$ cat src/rtl/ptw_pkg.sv
package ptw_pkg;
  localparam int ADDR_W  = 32;
  localparam int OFS_W   = 12;
  localparam int IDX_W   = 10;
  localparam int FRAME_W = ADDR_W - OFS_W;
  localparam int LEVELS  = 2;

  localparam int B_PRES  = 0;
  localparam int B_RW    = 1;
  localparam int B_US    = 2;
  localparam int B_PWT   = 3;
  localparam int B_PCD   = 4;
  localparam int B_ACC   = 5;
  localparam int B_DIRTY = 6;

  typedef enum logic [1:0] {
    FLT_NONE    = 2'd0,
    FLT_NOTPRES = 2'd1,
    FLT_PROT    = 2'd2
  } fault_e;

  typedef enum logic [2:0] {
    ST_IDLE, ST_RD_DIR, ST_CHK_DIR, ST_RD_TBL, ST_CHK_TBL,
    ST_WB_DIR, ST_WB_TBL, ST_DONE
  } walk_st_e;
endpackage

$ cat src/rtl/ptw_perm_chk.sv
module ptw_perm_chk (
  input  logic [2:0] flags,
  input  logic       is_write,
  input  logic       is_user,
  output logic       present,
  output logic       allowed
);
  import ptw_pkg::*;
  always_comb begin
    present = flags[B_PRES];
    allowed = !(is_write && !flags[B_RW]) && !(is_user && !flags[B_US]);
  end
endmodule

$ cat src/rtl/ptw_status_upd.sv
module ptw_status_upd #(
  parameter int  ENTRY_W = 32,
  parameter bit  IS_LEAF = 1'b0
) (
  input  logic [ENTRY_W-1:0] entry,
  input  logic               is_write,
  output logic [ENTRY_W-1:0] new_entry,
  output logic               changed
);
  import ptw_pkg::*;
  always_comb begin
    new_entry = entry;
    new_entry[B_ACC] = 1'b1;
    if (IS_LEAF && is_write) new_entry[B_DIRTY] = 1'b1;
    changed = (new_entry != entry);
  end
endmodule

$ cat src/rtl/ptw_walker.sv
module ptw_walker
  import ptw_pkg::*;
(
  input  logic                 clk,
  input  logic                 rst_n,
  input  logic [FRAME_W-1:0]   root_frame,
  input  logic                 req_valid,
  output logic                 req_ready,
  input  logic [ADDR_W-1:0]    req_vaddr,
  input  logic                 req_write,
  input  logic                 req_user,
  output logic                 mem_rd_en,
  output logic                 mem_wr_en,
  output logic [ADDR_W-1:0]    mem_addr,
  output logic [ADDR_W-1:0]    mem_wdata,
  input  logic [ADDR_W-1:0]    mem_rdata,
  output logic                 done,
  output logic [ADDR_W-1:0]    res_paddr,
  output logic [1:0]           res_fault,
  output logic                 res_level,
  output logic                 res_pwt,
  output logic                 res_pcd
);
  localparam int HI_LO = OFS_W + IDX_W;

  walk_st_e            state;
  logic [ADDR_W-1:0]   va_q;
  logic                wr_q, us_q;
  logic [FRAME_W-1:0]  base_q;
  logic [ADDR_W-1:0]   pde_q, pte_q;
  fault_e              fault_q;

  logic [ADDR_W-1:0]   dir_addr, tbl_addr;
  logic                ent_present, ent_allowed;
  logic [ADDR_W-1:0]   lvl_in  [LEVELS];
  logic [ADDR_W-1:0]   lvl_out [LEVELS];
  logic [LEVELS-1:0]   lvl_chg;

  assign dir_addr = {base_q, va_q[ADDR_W-1:HI_LO], 2'b00};
  assign tbl_addr = {pde_q[ADDR_W-1:OFS_W], va_q[HI_LO-1:OFS_W], 2'b00};

  ptw_perm_chk u_perm (
    .flags    (mem_rdata[2:0]),
    .is_write (wr_q),
    .is_user  (us_q),
    .present  (ent_present),
    .allowed  (ent_allowed)
  );

  assign lvl_in[0] = pde_q;
  assign lvl_in[1] = (state == ST_CHK_TBL) ? mem_rdata : pte_q;

  for (genvar lv = 0; lv < LEVELS; lv++) begin : g_upd
    ptw_status_upd #(.ENTRY_W(ADDR_W), .IS_LEAF(lv == LEVELS-1)) u_upd (
      .entry     (lvl_in[lv]),
      .is_write  (wr_q),
      .new_entry (lvl_out[lv]),
      .changed   (lvl_chg[lv])
    );
  end

  always_comb begin
    req_ready = (state == ST_IDLE);
    done      = (state == ST_DONE);
    mem_rd_en = (state == ST_RD_DIR) || (state == ST_RD_TBL);
    mem_wr_en = (state == ST_WB_DIR) || (state == ST_WB_TBL);
    mem_addr  = ((state == ST_RD_DIR) || (state == ST_WB_DIR)) ? dir_addr : tbl_addr;
    mem_wdata = (state == ST_WB_DIR) ? lvl_out[0] : lvl_out[1];
    res_fault = fault_q;
  end

  always_ff @(posedge clk) begin
    if (!rst_n) begin
      state     <= ST_IDLE;
      va_q      <= '0;
      wr_q      <= 1'b0;
      us_q      <= 1'b0;
      base_q    <= '0;
      pde_q     <= '0;
      pte_q     <= '0;
      fault_q   <= FLT_NONE;
      res_level <= 1'b0;
      res_paddr <= '0;
      res_pwt   <= 1'b0;
      res_pcd   <= 1'b0;
    end else begin
      unique case (state)
        ST_IDLE: if (req_valid) begin
          va_q      <= req_vaddr;
          wr_q      <= req_write;
          us_q      <= req_user;
          base_q    <= root_frame;
          fault_q   <= FLT_NONE;
          res_level <= 1'b0;
          res_paddr <= '0;
          res_pwt   <= 1'b0;
          res_pcd   <= 1'b0;
          state     <= ST_RD_DIR;
        end
        ST_RD_DIR: state <= ST_CHK_DIR;
        ST_CHK_DIR: begin
          pde_q <= mem_rdata;
          if (!ent_present) begin
            fault_q <= FLT_NOTPRES;
            state   <= ST_DONE;
          end else if (!ent_allowed) begin
            fault_q <= FLT_PROT;
            state   <= ST_DONE;
          end else begin
            state <= ST_RD_TBL;
          end
        end
        ST_RD_TBL: state <= ST_CHK_TBL;
        ST_CHK_TBL: begin
          pte_q     <= mem_rdata;
          res_level <= 1'b1;
          if (!ent_present) begin
            fault_q <= FLT_NOTPRES;
            state   <= ST_DONE;
          end else if (!ent_allowed) begin
            fault_q <= FLT_PROT;
            state   <= ST_DONE;
          end else begin
            res_level <= 1'b0;
            res_paddr <= {mem_rdata[ADDR_W-1:OFS_W], va_q[OFS_W-1:0]};
            res_pwt   <= mem_rdata[B_PWT];
            res_pcd   <= mem_rdata[B_PCD];
            if (lvl_chg[0])      state <= ST_WB_DIR;
            else if (lvl_chg[1]) state <= ST_WB_TBL;
            else                 state <= ST_DONE;
          end
        end
        ST_WB_DIR: state <= lvl_chg[1] ? ST_WB_TBL : ST_DONE;
        ST_WB_TBL: state <= ST_DONE;
        ST_DONE:   state <= ST_IDLE;
        default:   state <= ST_IDLE;
      endcase
    end
  end

  // result pulse lasts exactly one cycle
  a_r8_done_single: assert property (@(posedge clk) disable iff (!rst_n)
    done |=> !done);
  // an idle walker leaves memory untouched
  a_r10_idle_quiet: assert property (@(posedge clk) disable iff (!rst_n)
    req_ready |-> (!mem_rd_en && !mem_wr_en));
  // every write-back carries the accessed bit
  a_r5_wb_accessed: assert property (@(posedge clk) disable iff (!rst_n)
    mem_wr_en |-> mem_wdata[B_ACC]);
  // write-back only after all reads of the walk
  a_r7_no_read_after_wb: assert property (@(posedge clk) disable iff (!rst_n)
    mem_wr_en |=> !mem_rd_en);
  // fault code stays within the defined set
  a_r2_fault_legal: assert property (@(posedge clk) disable iff (!rst_n)
    done |-> (res_fault != 2'd3));
  // a fault is never reported right after a write-back
  a_r7_fault_no_wb: assert property (@(posedge clk) disable iff (!rst_n)
    (done && res_fault != 2'd0) |-> !$past(mem_wr_en));
endmodule

$ cat config.mk
export PLATFORM = sky130hd
export DESIGN_NAME = ptw_walker
export DESIGN_NICKNAME = d
export VERILOG_FILES = /design/src/rtl/ptw_pkg.sv /design/src/rtl/ptw_perm_chk.sv /design/src/rtl/ptw_status_upd.sv /design/src/rtl/ptw_walker.sv
export SDC_FILE = /design/constraint.sdc
export NUM_CORES = 1
export LEC_CHECK = 0
export ABC_AREA = 1
export BUFFER_PORTS_ARGS = -buffer_cell sky130_fd_sc_hd__buf_2
export CAP_MARGIN = 20
export CORE_MARGIN = 2
export CORE_UTILIZATION = 45
export CTS_CLUSTER_SIZE = 10
export DETAILED_ROUTE_END_ITERATION = 16
export PLACE_DENSITY_LB_ADDON = 0.08
export SYNTH_ARGS = -nofsm -noshare
export SYNTH_HDL_FRONTEND = slang
export SYNTH_HIERARCHICAL = 1
export SYNTH_SLANG_ARGS = --single-unit
$ cat constraint.sdc
create_clock -name clk -period 4 [get_ports clk]
set_input_delay 0.4 -clock clk [delete_from_list [all_inputs] [get_ports clk]]
set_output_delay 0.4 -clock clk [all_outputs]
set_load 0.01 [all_outputs]
==> summary.txt <==
Outcome
  – Status: complete, no violations

Routing
  – DRT Pass-1 Iters: 5
  – Residual DRC: 0
  – Post-route ant nets: 0
  – Initial DRC Count: about 280
  – Vias per cell: 4.78
  – DR vias: 6263
  – WL per Instance: 14.1 um
  – Post-Route WL: around 18 mm

Cells and area
  – Ratio of cells with drive above 1 in the final layout: 0.225
  – NumNets Final: about 1200
  – Final Non-Filler Cells: ~1300
  – Layout area overhead: 16.6%
  – Antenna cells: 0
  – # fillers: around 1600

CTS
  – Clock slew at reported path FFs: about 0.060 ns
  – Cts repair resizes: 0
  – TritonCTS clock tree: done
  – TritonCTS Sinks: 158
  – Postcts setup bufs: 0
  – Post-CTS Hold Fix Bufs: 0
  – Max clock buf depth: 2
  – TritonCTS buffer count: 17
  – H-tree depth: 4
  – CTS root buf: clkbuf_16
  – Clock latency on the worst-skew pair: roughly 0.42 ns

Global route
  – Initial antenna violation count: 1
  – GR Overflow Total: 0
  – Global-route wire length before repair: 29.0 mm
  – Total GRT Usage: 0.223
  – Pin count of the biggest net entering global routing: 85
  – Vias in the first global route: about 5700

Power and ir drop
  – Maximum vdd drop: approximately 0.00027 V
  – Leak pwr: 4.14 nW
  – Pwr per Cell Area: 559 nW/um^2
  – Tot Pwr: approximately 0.0046 W

Floorplan
  – Core area: between 15000 and 20000 sq um
  – Die Height: 129 um
  – # rows: 45
  – IO Pins: between 150 and 200
  – Initial Utilization: 0.461
  – Die Wd: 129 um
  – Die area: around 17000 sq um

Timing
  – RSZ-0062 raised after global routing: no
  – Final hold slack: around 0.21 ns
  – Tcrit/Tclk final: 0.739
  – Post-route setup slack: 1.04 ns
  – Max Slew Vio Count: 0
  – Final Critical Period: about 3 ns
  – Fin Clk Skew: around 0.0066 ns
  – Final number of setup-violating endpoints: 0
  – Worst-Margin Slew: roughly 0.85 ns
  – Final setup TNS: 0 ns
  – Fmax: 338 MHz
  – Final hold viol count: 0
  – Relative slew margins: 0.433

Yosys
  – Yosys cell types: 28
  – Syn_area_per_cell: approximately 7.1 sq um
  – Gate Count Post-Synth: slightly below 1000
  – Synth Register Bits: roughly 160
  – Post-synthesis cell area: ~7000 sq um
  – Synth Warn #: 6
  – Seq/Total Area, Yosys: 0.450

Placement
  – Port bufs: between 150 and 200
  – HPWL after detailed placement: around 12 mm
  – Dpl cells: about 1300
  – Final GP Congestion: ~0.82
  – Place WS: roughly 1.5 ns

Run
  – Max-Cap Viols: 0

Critical path
  – Crit-path max FO: 36
  – Reg-to-Reg Start: state[1]
  – Crit end category: output port
  – Crit path from: state[1]
  – CP Data Arrival Time: about 2.6 ns
  – Critical path type: reg2out
  – Req. time, crit path: 3.60 ns
  – Crit path launch type: register

Worst hold path
  – Hold Path Origin: mem_rdata[23]
  – Hold crit path type: in2reg
registers in the layout, indices dropped and copies added (netlist names):
name       cells
res_fault      2
va_q          32
base_q        20
res_pcd        1
res_pwt        1
res_paddr     32
wr_q           1
pte_q         32
state          3
pde_q         32
res_level      1
us_q           1
critical path, stage by stage (launching register included):
cell,delay (ns)
dfxtp_1,0.47
nor2_4,0.09
nand2_4,0.37
inv_4,0.27
or2_1,0.28
o21ai_1,0.10
inv_1,0.07
or2_1,0.20
nand2_1,0.07
nand2_1,0.07
buf_2,0.14
power breakdown:
part	internal (W)	switching, W
Clock	0.00126	0.000634
Combinational	0.000293	0.000575
Sequential	0.00174	0.0000813
Yosys cell counts:
master,instances,area share
buf_4,72,0.077
inv_2,5,0.0027
nor3_1,1,0.00071
a31oi_1,2,0.0018
o21ai_0,102,0.073
buf_2,23,0.016
o211ai_1,1,0.0011
buf_1,3,0.0016
nand3_4,1,0.0025
or2_2,4,0.0036
o21ai_1,14,0.010
a21oi_1,83,0.059
inv_1,54,0.029
nor2_2,1,0.00089
nand3_1,20,0.014
nor2_1,81,0.043
nor2_8,1,0.0028
nand2_4,3,0.0048
buf_6,5,0.0080
nor2_4,3,0.0048
nand2_2,1,0.00089
nand2_1,321,0.17
or2_1,8,0.0071
o21a_1,1,0.0011
inv_4,1,0.00089
dfxtp_1,158,0.45
conb_1,3,0.0016
clkbuf_1,19,0.010
layer usage:
| metal | vias up | share of wire | track usage |
|---|---|---|---|
| met5 | - | 0 | 0 |
| met4 | 0 | 0.012 | 0.0639 |
| met3 | 22 | 0.072 | 0.0690 |
| met2 | 195 | 0.45 | 0.359 |
| met1 | 2810 | 0.46 | 0.290 |
| li1 | 3236 | - | - |
layout make-up:
cell class	instances	area [sq um]	share of cell area
flip-flops and latches	158	3160	0.386
repair buffers	197	1000	0.122
clock buffers	20	457	0.0557
multi-input cells	652	2850	0.347
well taps	211	264	0.0322
clock inverters	11	236	0.0289
inverters	60	228	0.0278
final timing paths:
path | endpoint | cells past startpoint | slack [ns]
min | res_paddr[23] | 3 | 0.21
max | mem_wdata[6] | 10 | 1.04
min reg2reg | res_paddr[23] | 2 | 0.44
max reg2reg | state[0] | 12 | 1.74
per-stage QoR:
stage	area (sq um)	utilization
3_5_place_dp	7500	0.492
2_1_floorplan	7030	-
5_1_grt	8190	0.537
4_1_cts	8190	0.537
6_report	8190	0.537
3_3_place_gp	7500	0.492
layout by cell type (no fill, tap or decap), drive strengths merged:
cell	count
clkinv	3
o211ai	1
buf	197
clkinvlp	1
nor3	1
o21ai	116
a21oi	83
inv	60
nand3	21
conb	4
o21a	1
a31oi	2
bufinv	7
clkbuf	20
dfxtp	158
nor2	86
or2	12
nand2	325
logic make-up (layout without fill, tap and decap cells):
logic type	Yosys count	count (layout)	share of synthesized area
AOI/OAI and AO/OA	203	203	0.146
buffers and inverters	182	288	0.145
DFF	158	158	0.450
other	3	4	0.00160
and+or+nand+nor	445	445	0.257
(Power assumes the default switching activity.)
